File: src/rtl/sdft_pkg.sv
package sdft_pkg;

  localparam int SMP_W   = 8;
  localparam int TW_FRAC = 8;
  localparam int TW_W    = TW_FRAC + 2;
  localparam int PROD_W  = SMP_W + TW_W;

  typedef logic signed [SMP_W-1:0]  smp_t;
  typedef logic signed [TW_W-1:0]   tw_t;
  typedef logic signed [PROD_W-1:0] prod_t;

  // Fixed-point twiddle value for angle 2*pi*m/n, rounded half away from zero.
  function automatic int twiddle_fix(input int m, input int n, input bit want_sin);
    real ang;
    real v;
    ang = 2.0 * 3.141592653589793 * m / n;
    v   = want_sin ? $sin(ang) : $cos(ang);
    v   = v * (1 << TW_FRAC);
    return (v >= 0.0) ? $rtoi(v + 0.5) : -$rtoi(0.5 - v);
  endfunction

endpackage

File: src/rtl/sdft_seq.sv
module sdft_seq
  import sdft_pkg::*;
#(
  parameter int N    = 64,
  parameter int LOGN = $clog2(N)
) (
  input  logic            clk,
  input  logic            rst,
  input  logic            in_valid,
  input  smp_t            in_data,
  input  logic            in_inv,
  output logic            ovf,
  output logic            issue_v,
  output logic [LOGN-1:0] issue_k,
  output logic [LOGN-1:0] issue_n,
  output smp_t            issue_x,
  output logic            issue_inv
);

  localparam logic [LOGN-1:0] KTOP = LOGN'(N - 1);

  logic            busy_q;
  logic [LOGN-1:0] k_q;
  logic [LOGN-1:0] n_q;
  logic [LOGN-1:0] frm_q;
  smp_t            x_q;
  logic            inv_q;

  logic last_slot;
  logic ready;
  logic take;

  assign last_slot = busy_q && (k_q == KTOP);
  assign ready     = !busy_q || last_slot;
  assign take      = in_valid && ready;

  always_ff @(posedge clk) begin
    if (rst) begin
      busy_q <= 1'b0;
      k_q    <= '0;
      n_q    <= '0;
      frm_q  <= '0;
      x_q    <= '0;
      inv_q  <= 1'b0;
      ovf    <= 1'b0;
    end else begin
      ovf <= in_valid && !ready;
      if (take) begin
        x_q    <= in_data;
        inv_q  <= in_inv;
        n_q    <= frm_q;
        frm_q  <= frm_q + LOGN'(1);
        k_q    <= '0;
        busy_q <= 1'b1;
      end else if (busy_q) begin
        if (last_slot) busy_q <= 1'b0;
        else           k_q    <= k_q + LOGN'(1);
      end
    end
  end

  assign issue_v   = busy_q;
  assign issue_k   = k_q;
  assign issue_n   = n_q;
  assign issue_x   = x_q;
  assign issue_inv = inv_q;

  AST_SAMPLE_HELD: assert property (@(posedge clk) disable iff (rst)
    (busy_q && !last_slot) |=> ($stable(x_q) && $stable(n_q) && $stable(inv_q)));

endmodule

File: src/rtl/sdft_aspect.sv
module sdft_aspect
  import sdft_pkg::*;
#(
  parameter int N    = 64,
  parameter int LOGN = $clog2(N)
) (
  input  logic            clk,
  input  logic            rst,
  input  logic            issue_v,
  input  logic [LOGN-1:0] issue_k,
  input  logic [LOGN-1:0] issue_n,
  input  smp_t            issue_x,
  input  logic            issue_inv,
  output logic            s1_v,
  output logic [LOGN-1:0] s1_k,
  output logic            s1_last,
  output smp_t            s1_x,
  output logic            s1_inv,
  output tw_t             s1_cos,
  output tw_t             s1_sin
);

  localparam logic [LOGN-1:0] NTOP = LOGN'(N - 1);

  tw_t cos_tab [N];
  tw_t sin_tab [N];

  for (genvar i = 0; i < N; i++) begin : g_tab
    localparam int CV = twiddle_fix(i, N, 1'b0);
    localparam int SV = twiddle_fix(i, N, 1'b1);
    assign cos_tab[i] = tw_t'(CV);
    assign sin_tab[i] = tw_t'(SV);
  end

  // Angle index wraps naturally because N is a power of two.
  logic [LOGN-1:0] ang_idx;
  assign ang_idx = issue_n * issue_k;

  always_ff @(posedge clk) begin
    if (rst) begin
      s1_v    <= 1'b0;
      s1_k    <= '0;
      s1_last <= 1'b0;
      s1_x    <= '0;
      s1_inv  <= 1'b0;
      s1_cos  <= '0;
      s1_sin  <= '0;
    end else begin
      s1_v    <= issue_v;
      s1_k    <= issue_k;
      s1_last <= (issue_n == NTOP);
      s1_x    <= issue_x;
      s1_inv  <= issue_inv;
      s1_cos  <= cos_tab[ang_idx];
      s1_sin  <= sin_tab[ang_idx];
    end
  end

endmodule

File: src/rtl/sdft_mac.sv
module sdft_mac
  import sdft_pkg::*;
#(
  parameter int N     = 64,
  parameter int LOGN  = $clog2(N),
  parameter int ACC_W = 24
) (
  input  logic             clk,
  input  logic             rst,
  input  logic             s1_v,
  input  logic [LOGN-1:0]  s1_k,
  input  logic             s1_last,
  input  smp_t             s1_x,
  input  logic             s1_inv,
  input  tw_t              s1_cos,
  input  tw_t              s1_sin,
  output logic             bin_valid,
  output logic [LOGN-1:0]  bin_index,
  output logic [ACC_W-1:0] bin_re,
  output logic [ACC_W-1:0] bin_im,
  output logic             frame_done
);

  localparam int SUM_W = ((ACC_W > PROD_W) ? ACC_W : PROD_W) + 1;
  localparam logic [LOGN-1:0] KTOP = LOGN'(N - 1);

  function automatic logic signed [ACC_W-1:0] clamp_acc(input logic signed [SUM_W-1:0] v);
    logic signed [SUM_W-1:0] hi;
    logic signed [SUM_W-1:0] lo;
    hi = $signed(SUM_W'({1'b0, {(ACC_W-1){1'b1}}}));
    lo = -hi - SUM_W'(1);
    if (v > hi)      return hi[ACC_W-1:0];
    else if (v < lo) return lo[ACC_W-1:0];
    else             return v[ACC_W-1:0];
  endfunction

  logic signed [ACC_W-1:0] acc_re [N];
  logic signed [ACC_W-1:0] acc_im [N];

  // Multiply stage
  prod_t mul_re, mul_sn, mul_im;
  assign mul_re = prod_t'(s1_x) * prod_t'(s1_cos);
  assign mul_sn = prod_t'(s1_x) * prod_t'(s1_sin);
  assign mul_im = s1_inv ? mul_sn : -mul_sn;

  logic            s2_v;
  logic [LOGN-1:0] s2_k;
  logic            s2_last;
  prod_t           s2_pr;
  prod_t           s2_pi;

  always_ff @(posedge clk) begin
    if (rst) begin
      s2_v    <= 1'b0;
      s2_k    <= '0;
      s2_last <= 1'b0;
      s2_pr   <= '0;
      s2_pi   <= '0;
    end else begin
      s2_v    <= s1_v;
      s2_k    <= s1_k;
      s2_last <= s1_last;
      s2_pr   <= mul_re;
      s2_pi   <= mul_im;
    end
  end

  // Add stage: each bin is read here exactly once per sample.
  logic signed [SUM_W-1:0]  sum_re, sum_im;
  logic signed [ACC_W-1:0]  sat_re, sat_im;
  assign sum_re = SUM_W'(acc_re[s2_k]) + SUM_W'(s2_pr);
  assign sum_im = SUM_W'(acc_im[s2_k]) + SUM_W'(s2_pi);
  assign sat_re = clamp_acc(sum_re);
  assign sat_im = clamp_acc(sum_im);

  // Store / emit stage
  always_ff @(posedge clk) begin
    if (rst) begin
      for (int i = 0; i < N; i++) begin
        acc_re[i] <= '0;
        acc_im[i] <= '0;
      end
      bin_valid  <= 1'b0;
      bin_index  <= '0;
      bin_re     <= '0;
      bin_im     <= '0;
      frame_done <= 1'b0;
    end else begin
      if (s2_v) begin
        acc_re[s2_k] <= s2_last ? '0 : sat_re;
        acc_im[s2_k] <= s2_last ? '0 : sat_im;
      end
      bin_valid  <= s2_v && s2_last;
      bin_index  <= s2_k;
      bin_re     <= sat_re;
      bin_im     <= sat_im;
      frame_done <= s2_v && s2_last && (s2_k == KTOP);
    end
  end

  AST_CLEAR_ON_EMIT: assert property (@(posedge clk) disable iff (rst)
    bin_valid |-> (acc_re[bin_index] == '0 && acc_im[bin_index] == '0));

  AST_BIN_STEP: assert property (@(posedge clk) disable iff (rst)
    (bin_valid && !frame_done) |=> (bin_valid && bin_index == $past(bin_index) + LOGN'(1)));

  AST_DONE_AT_TOP: assert property (@(posedge clk) disable iff (rst)
    frame_done |-> (bin_valid && bin_index == KTOP));

  AST_SAT_NO_WRAP: assert property (@(posedge clk) disable iff (rst)
    (s2_v && !s2_last && s2_pr >= 0 && acc_re[s2_k] >= 0) |=> (acc_re[$past(s2_k)] >= 0));

endmodule

File: src/rtl/stream_dft_acc.sv
module stream_dft_acc
  import sdft_pkg::*;
#(
  parameter int N     = 64,
  parameter int ACC_W = 24,
  parameter int LOGN  = $clog2(N)
) (
  input  logic             clk,
  input  logic             rst,
  input  logic             smp_valid,
  input  logic [SMP_W-1:0] smp_data,
  input  logic             smp_inverse,
  output logic             smp_overflow,
  output logic             bin_valid,
  output logic [LOGN-1:0]  bin_index,
  output logic [ACC_W-1:0] bin_re,
  output logic [ACC_W-1:0] bin_im,
  output logic             frame_done
);

  logic            issue_v, issue_inv;
  logic [LOGN-1:0] issue_k, issue_n;
  smp_t            issue_x;

  logic            s1_v, s1_last, s1_inv;
  logic [LOGN-1:0] s1_k;
  smp_t            s1_x;
  tw_t             s1_cos, s1_sin;

  sdft_seq #(.N(N), .LOGN(LOGN)) u_seq (
    .clk       (clk),
    .rst       (rst),
    .in_valid  (smp_valid),
    .in_data   (smp_t'(smp_data)),
    .in_inv    (smp_inverse),
    .ovf       (smp_overflow),
    .issue_v   (issue_v),
    .issue_k   (issue_k),
    .issue_n   (issue_n),
    .issue_x   (issue_x),
    .issue_inv (issue_inv)
  );

  sdft_aspect #(.N(N), .LOGN(LOGN)) u_aspect (
    .clk       (clk),
    .rst       (rst),
    .issue_v   (issue_v),
    .issue_k   (issue_k),
    .issue_n   (issue_n),
    .issue_x   (issue_x),
    .issue_inv (issue_inv),
    .s1_v      (s1_v),
    .s1_k      (s1_k),
    .s1_last   (s1_last),
    .s1_x      (s1_x),
    .s1_inv    (s1_inv),
    .s1_cos    (s1_cos),
    .s1_sin    (s1_sin)
  );

  sdft_mac #(.N(N), .LOGN(LOGN), .ACC_W(ACC_W)) u_mac (
    .clk        (clk),
    .rst        (rst),
    .s1_v       (s1_v),
    .s1_k       (s1_k),
    .s1_last    (s1_last),
    .s1_x       (s1_x),
    .s1_inv     (s1_inv),
    .s1_cos     (s1_cos),
    .s1_sin     (s1_sin),
    .bin_valid  (bin_valid),
    .bin_index  (bin_index),
    .bin_re     (bin_re),
    .bin_im     (bin_im),
    .frame_done (frame_done)
  );

  AST_NO_OVF_AFTER_RESET: assert property (@(posedge clk) disable iff (rst)
    $fell(rst) |-> (!smp_overflow && !bin_valid && !frame_done));

endmodule

File: config.mk
export PLATFORM = sky130hd
export DESIGN_NAME = stream_dft_acc
export DESIGN_NICKNAME = d
export VERILOG_FILES = /design/src/rtl/sdft_pkg.sv /design/src/rtl/sdft_seq.sv /design/src/rtl/sdft_aspect.sv /design/src/rtl/sdft_mac.sv /design/src/rtl/stream_dft_acc.sv
export SDC_FILE = /design/constraint.sdc
export NUM_CORES = 2
export LEC_CHECK = 0
export BUFFER_PORTS_ARGS = -buffer_cell sky130_fd_sc_hd__buf_2
export CAP_MARGIN = 30
export CORE_ASPECT_RATIO = 1.5
export CORE_MARGIN = 3
export CORE_UTILIZATION = 35
export DETAILED_ROUTE_END_ITERATION = 8
export PLACE_DENSITY = 0.63
export SKIP_CTS_REPAIR_TIMING = 1
export SYNTH_ARGS = -nofsm -noshare
export SYNTH_HDL_FRONTEND = slang
export SYNTH_SLANG_ARGS = --single-unit
File: constraint.sdc
create_clock -name clk -period 5.5 [get_ports clk]
set_input_delay 0.275 -clock clk [delete_from_list [all_inputs] [get_ports clk]]
set_output_delay 0.275 -clock clk [all_outputs]
set_load 0.03 [all_outputs]
* Word level (Yosys, flattened, before mapping)
Memories as Yosys holds them, arrays and structs flattened. A register that Yosys moved wholly into a read port is not among the register bits.
Index checks and enable logic that the tools add are counted.
** Cells by class
- Multipliers :: 3
- Divide/modulo/power cells :: 0
- Reduce and logical (&&, ||, !) cells :: 12
- Order comparisons :: 4
- Bitwise operators :: 2
- Add/sub/neg operators :: 5
- Equality and inequality tests :: 3
- Shift-type cells :: 0
- Muxes and demuxes :: 23
** Operators with widths (count)
- 2-to-1 mux 24 bit :: 8
- adder 24 x 18 -> 25 bit :: 2
- greater-than comparator 25 x 24 -> 1 bit, second input constant :: 2
- less-than comparator 25 x 24 -> 1 bit, second input constant :: 2
- OR reduction 24 bit :: 2
- multiplier 8 x 10 -> 18 bit :: 2
- 2-to-1 mux 6 bit :: 4
- equality test 6 bit, second input constant :: 3
- 2-to-1 mux 18 bit :: 1
- negation 18 bit :: 1
- adder 6 x 1 -> 6 bit, second input constant :: 2
- 2-to-1 mux 1 bit :: 10
- NOT 6 -> 7 bit :: 1
- multiplier 6 x 6 -> 6 bit :: 1
- logical AND 1 bit :: 5
- zero test 1 bit :: 2
- AND reduction 2 bit :: 1
- OR reduction 2 bit :: 1
- logical OR 1 bit :: 1
- NOT 1 bit :: 1
** Word-level totals
- Bits of input ports :: 12
- Output and inout port bits :: 57
- Word-level logic and storage cells :: 78
- Memory bits (read-only) :: 1280
- Memories :: 4
- Flip-flop bits (word level) :: 146
- Latch bits :: 0
- Memory bits (writable) :: 3072
** Memory list
- u_mac.acc_im :: words 64, bits a word 24, read ports 1, clocked after Yosys merged registers in 1, write ports 64, line sdft_mac.sv:38 : logic signed [ACC_W-1:0] acc_im [N];
- u_mac.acc_re :: words 64, bits a word 24, read ports 1, clocked after Yosys merged registers in 1, write ports 64, line sdft_mac.sv:37 : logic signed [ACC_W-1:0] acc_re [N];
- (name not given) :: words 64, bits a word 10, read ports 1, clocked after Yosys merged registers in 1, write ports 0, line sdft_aspect.sv:54 : s1_cos <= cos_tab[ang_idx];
- (name not given) :: words 64, bits a word 10, read ports 1, clocked after Yosys merged registers in 1, write ports 0, line sdft_aspect.sv:55 : s1_sin <= sin_tab[ang_idx];

* Logic depth before layout (Yosys ltp)
- Word-level depth :: 6
- Gate-level depth with buffers :: 25
- Gate-level depth less buffers :: 19

* Cells and area by module
A second synthesis with hierarchy kept.
** Unflattened totals
- Cells, all modules :: 11290
- Area, all modules :: 141025.3 µm²
** Modules (own cells, without submodules)
- sdft_mac :: cells an instance 10825, sequential area each 94250.4 µm², area an instance 137125.3 µm², instances 1
- sdft_aspect :: cells an instance 318, sequential area each 740.7 µm², area an instance 2691.3 µm², instances 1
- sdft_seq :: cells an instance 147, sequential area each 580.6 µm², area an instance 1208.7 µm², instances 1

* Worst setup path after synthesis
OpenSTA, ideal clock, no wires.
- Path kind :: reg-to-reg
- Start point :: register u_aspect.s1_x[2]
- End point :: register u_mac.s2_pi[16]
- Required time :: 5372 ps
- Slack :: 292 ps
- Path buffers :: 2
- Period minus slack after synthesis :: 5208 ps
- Data arrival time :: 5080 ps
- Library setup time :: 128 ps
- Cell stages (with the launch flop) :: 21
- Path through :: dfxtp_1 -> clkbuf_1 -> nand2_1 -> fa_1 -> inv_1 -> fa_1 -> fa_1 -> inv_1 -> fa_1 -> inv_1 -> ha_1 -> clkbuf_1 -> and3_1 -> a2111oi_2 -> o21ai_1 -> a21oi_1 -> xor2_1 -> nand2b_1 -> o41ai_1 -> xor2_1 -> nor2_1
** On the way
- Cells in the longest elaborated chain, start to end :: 3
** Ends and longest elaborated chain
- start, declared :: line sdft_aspect.sv:17 : output smp_t s1_x,
- start signal, assigned :: line sdft_aspect.sv:52 : s1_x <= issue_x;
- multiplier 8 x 10 -> 18 bit * :: line sdft_mac.sv:43 : assign mul_sn = prod_t'(s1_x) * prod_t'(s1_sin);
- negation 18 bit :: line sdft_mac.sv:44 : assign mul_im = s1_inv ? mul_sn : -mul_sn;
- 2-to-1 mux 18 bit * :: line sdft_mac.sv:44
- end signal, assigned :: line sdft_mac.sv:64 : s2_pi <= mul_im;
- end, declared :: line sdft_mac.sv:50 : prod_t s2_pi;
Mark *: on every way between the ends. The rest lies on a longest branch, timed or not.
A chain may end at the register's enable or synchronous reset.

==> out/results.tsv <==
metric	value	unit
syn_avg_cell_area	12.39	sq um
drc	0	
routedWlPerCell	30.67	um
reg2reg_to	u_mac.acc_im[7][9]	
yosys.area.top_type	edfxtp_1	
routed_wl	530200	um
max_slew_margin	29.29	%
pwr_density_cell	328.1	nW/um^2
cts_htree_levels	5	
yosysTopAreaCellShare	65.99	%
finClkSkew	0.06446	ns
r2r_setup_slack	-0.06	ns
netlist_instances	11290	
hold_end	u_seq.issue_v	
path_clk_slew	0.06	ns
io_buffers	68	
routed_via_density	5.979	
p_sw_share	25.46	%
nFillCells	35980	
switchingPower	14060	uW
detail-route-antenna-nets	0	
stdcell_count	17290	
antenna_found_initial	15	
place.gp.congestion	0.9365	
worst_ep_arrival_time	6.18	ns
seqPwrFrac	50.7	%
die_w	522.0	um
ios	69	
area_delta_synth_final	20.42	%
crit-reg2reg-launch	u_mac.s2_k[1]	
finalInstanceArea	168300	sq um
clockRootBuffer	clkbuf_16	
dp_hpwl	329300	um
fin_nets	12060	
rsz0062_at_grt	true	
rows	283	
cts_inserted_buffers	289	
drv_slew	0	
ys_ff_latch	3238	
period_needed	5.562	ns
cts_tree	built	
crit_path_max_fanout	24	
finalSetupViolCount	228	
grt_max_degree	83	
worstMarginPinSlew	1.061	ns
ys_top_cells_by_area	edfxtp_1 (66%), nor2_1 (8.7%), a22oi_1 (5.1%), dfxtp_1 (2.4%), clkbuf_1 (2.1%)	
start_util	35.22	%
drive_above_1_share	18.24	%
syn-cell-area	139800	sq um
ys_warn_count	0	
initialDrtViolationCount	14840	
ir_worst_vdd	0.0003065	V
dpl-instance-area	154600	sq um
hp-class	in2reg	
holdCritStartpoint	smp_valid	
layout_commonest_cell	nor2_1	
finalHoldViolCount	0	
end_kind	flop	
grt-ovfl-total	0	
violations	setup timing	
outcome	finished, violations left	
clockBufferDepth	4	
max_cap_violations	0	
pwr-share-clk	37.8	%
ff2ff_path_depth	26	
die_h	780.0	um
die_area	407200	sq um
synth_cell_types	68	
post-place-cells	16590	
worst_skew_pair.late_latency	0.94	ns
post-route-period-util	101.1	%
startpoint_type	flop	
grt_usage	24.27	%
min_delay_path_depth	4	
vias	103300	
p_leak	0.06077	uW
final_cell_mix	nor2_1 (3215), edfxtp_1 (3072), a22oi_1 (935), buf_4 (879), clkbuf_16 (332)	
synth-main-ff-cell	edfxtp_1	
coreArea	396900	sq um
grt_pass1_wl	722900	um
cp.required	6.12	ns
finalWorstSetupSlack	-0.06236	ns
fmax	179.8	MHz
async_flop_share	0	%
dr.pass1.iters	9	
grt_pass1_vias	99220	
clock_sinks	3238	
combPwrFrac	11.5	%
yosysSeqAreaShare	68.37	%
synth_edf_count	3072	
syn_nets	11570	
pre_cts_ws	-0.5267	ns
p_int	41170	uW
crit_type	reg2reg	
worst max-delay path, cell delays in order (launching register included):
cell and delay [ns]:
dfxtp_4 0.37, buf_6 0.14, nand2_4 0.08, nor2_4 0.04, buf_4 0.14, buf_12 0.17
buf_16 0.19, buf_4 0.20, buf_4 0.19, a221oi_1 0.51, a31oi_1 0.15, buf_4 0.17
nor4_1 0.16, nand3_1 0.23, ha_1 0.40, a21oi_2 0.22, o21bai_1 0.08, a21oi_1 0.15
o21ai_0 0.17, nor2_4 0.25, or3_4 0.18, o21ai_4 0.09, buf_12 0.16, buf_4 0.14
a21oi_4 0.28, buf_12 0.23, nor2_1 0.08
cell type report:
| cell class | count | area (sq um) | share of cell area [%] |
|---|---|---|---|
| antenna | 8 | 20.02 | 0.01189 |
| clock inverter | 170 | 1810 | 1.076 |
| timing repair buffer | 1340 | 14400 | 8.552 |
| clock buffer | 351 | 7610 | 4.521 |
| sequential | 3238 | 95580 | 56.78 |
| tap | 5272 | 6596 | 3.919 |
| multi-input combinational | 6696 | 41520 | 24.67 |
| inverter | 210 | 788.3 | 0.4683 |
cells in the mapped netlist, types with 5 or more instances:
master,n
a211oi_1,15
a21o_1,86
a21oi_1,251
a221oi_1,299
a22o_1,306
a22oi_1,943
a31oi_1,293
and2_1,112
and3_1,15
and3b_1,9
buf_1,80
buf_2,265
clkbuf_1,796
dfxtp_1,166
edfxtp_1,3072
fa_1,141
ha_1,130
inv_1,207
mux2i_1,9
nand2_1,224
nand2b_1,22
nand3_1,81
nand4_1,103
nor2_1,3244
nor2b_1,49
nor3_1,30
nor3b_1,8
nor4_1,53
o211ai_1,10
o21a_1,16
o21ai_0,62
o21ai_1,6
o21bai_1,7
o31ai_1,5
or2_2,6
or3_1,8
xnor2_1,74
xor2_1,31
metal layers:
| metal | vias up | global-route usage (%) | routed length, um |
|---|---|---|---|
| li1 | 42210 | - | - |
| met1 | 51840 | 28.35 | 175900 |
| met2 | 7573 | 40.81 | 254100 |
| met3 | 1717 | 4.501 | 59810 |
| met4 | 10 | 15.65 | 40340 |
| met5 | - | 0 | 65 |
power groups by stage:
stage / registers (uW) / clock network [uW] / logic (uW)
2_1_floorplan: 28600 / 0 / 2480
3_5_place_dp: 28500 / 0 / 5500
6_report: 28000 / 20900 / 6330
3_3_place_gp: 28500 / 0 / 5450
4_1_cts: 28000 / 20900 / 5520
5_1_grt: 28100 / 21800 / 6450
per-stage QoR:
step / utilization (%) / total power, uW / TNS, ns / hold slack [ns]
floorplan: - / 31040 / 0 / 0.3957
global placement: 38.86 / 33950 / -1354.44 / 0.4199
detailed placement: 38.94 / 34040 / -951.56 / 0.4260
CTS: 41.32 / 54460 / -1110.32 / -0.4735
global route: 42.40 / 56330 / -27.89 / 0.1964
finish: 42.41 / 55240 / -3.946 / 0.1925
state kept, by name, indices dropped and copies added (netlist names), 6 cells and up:
signal,cells
u_mac.acc_re,1536
u_aspect.s1_sin,10
u_seq.issue_x,8
u_mac.bin_im,24
u_mac.bin_re,24
u_mac.acc_im,1536
u_mac.bin_index,6
u_aspect.s1_x,8
u_seq.issue_k,6
u_seq.issue_n,6
u_aspect.s1_cos,10
u_aspect.s1_k,6
u_mac.s2_pr,18
u_mac.s2_k,6
u_mac.s2_pi,18
u_seq.frm_q,6
cells by family (layout without fill, tap and decap cells):
family / count (synthesis) / in the layout / share of synthesized area [%]
AOI/OAI and AO/OA: 2334 / 2334 / 12.31
xor gates and xnor gates: 105 / 105 / 0.6579
adders and majority gates: 271 / 271 / 3.183
buffers and inverters: 1351 / 2071 / 3.865
DFF: 3238 / 3238 / 68.37
muxes: 12 / 12 / 0.1047
other: 0 / 8 / 0
and+or+nand+nor: 3974 / 3974 / 11.51
worst max path at each step:
stage | from | end | slack, ns | cells past startpoint
2_1_floorplan | u_aspect.s1_x[2] | u_mac.s2_pi[16] | 0.29 | 20
3_3_place_gp | u_mac.s2_k[2] | u_mac.bin_im[12] | -0.65 | 26
3_5_place_dp | u_mac.s2_k[2] | u_mac.acc_re[54][5] | -0.53 | 26
4_1_cts | u_mac.s2_k[2] | u_mac.acc_re[33][5] | -0.59 | 26
5_1_grt | u_mac.s2_k[0] | u_mac.acc_re[60][8] | -0.1 | 26
6_report | u_mac.s2_k[1] | u_mac.acc_im[7][9] | -0.06 | 26
Power figures use the tool's default switching activity.
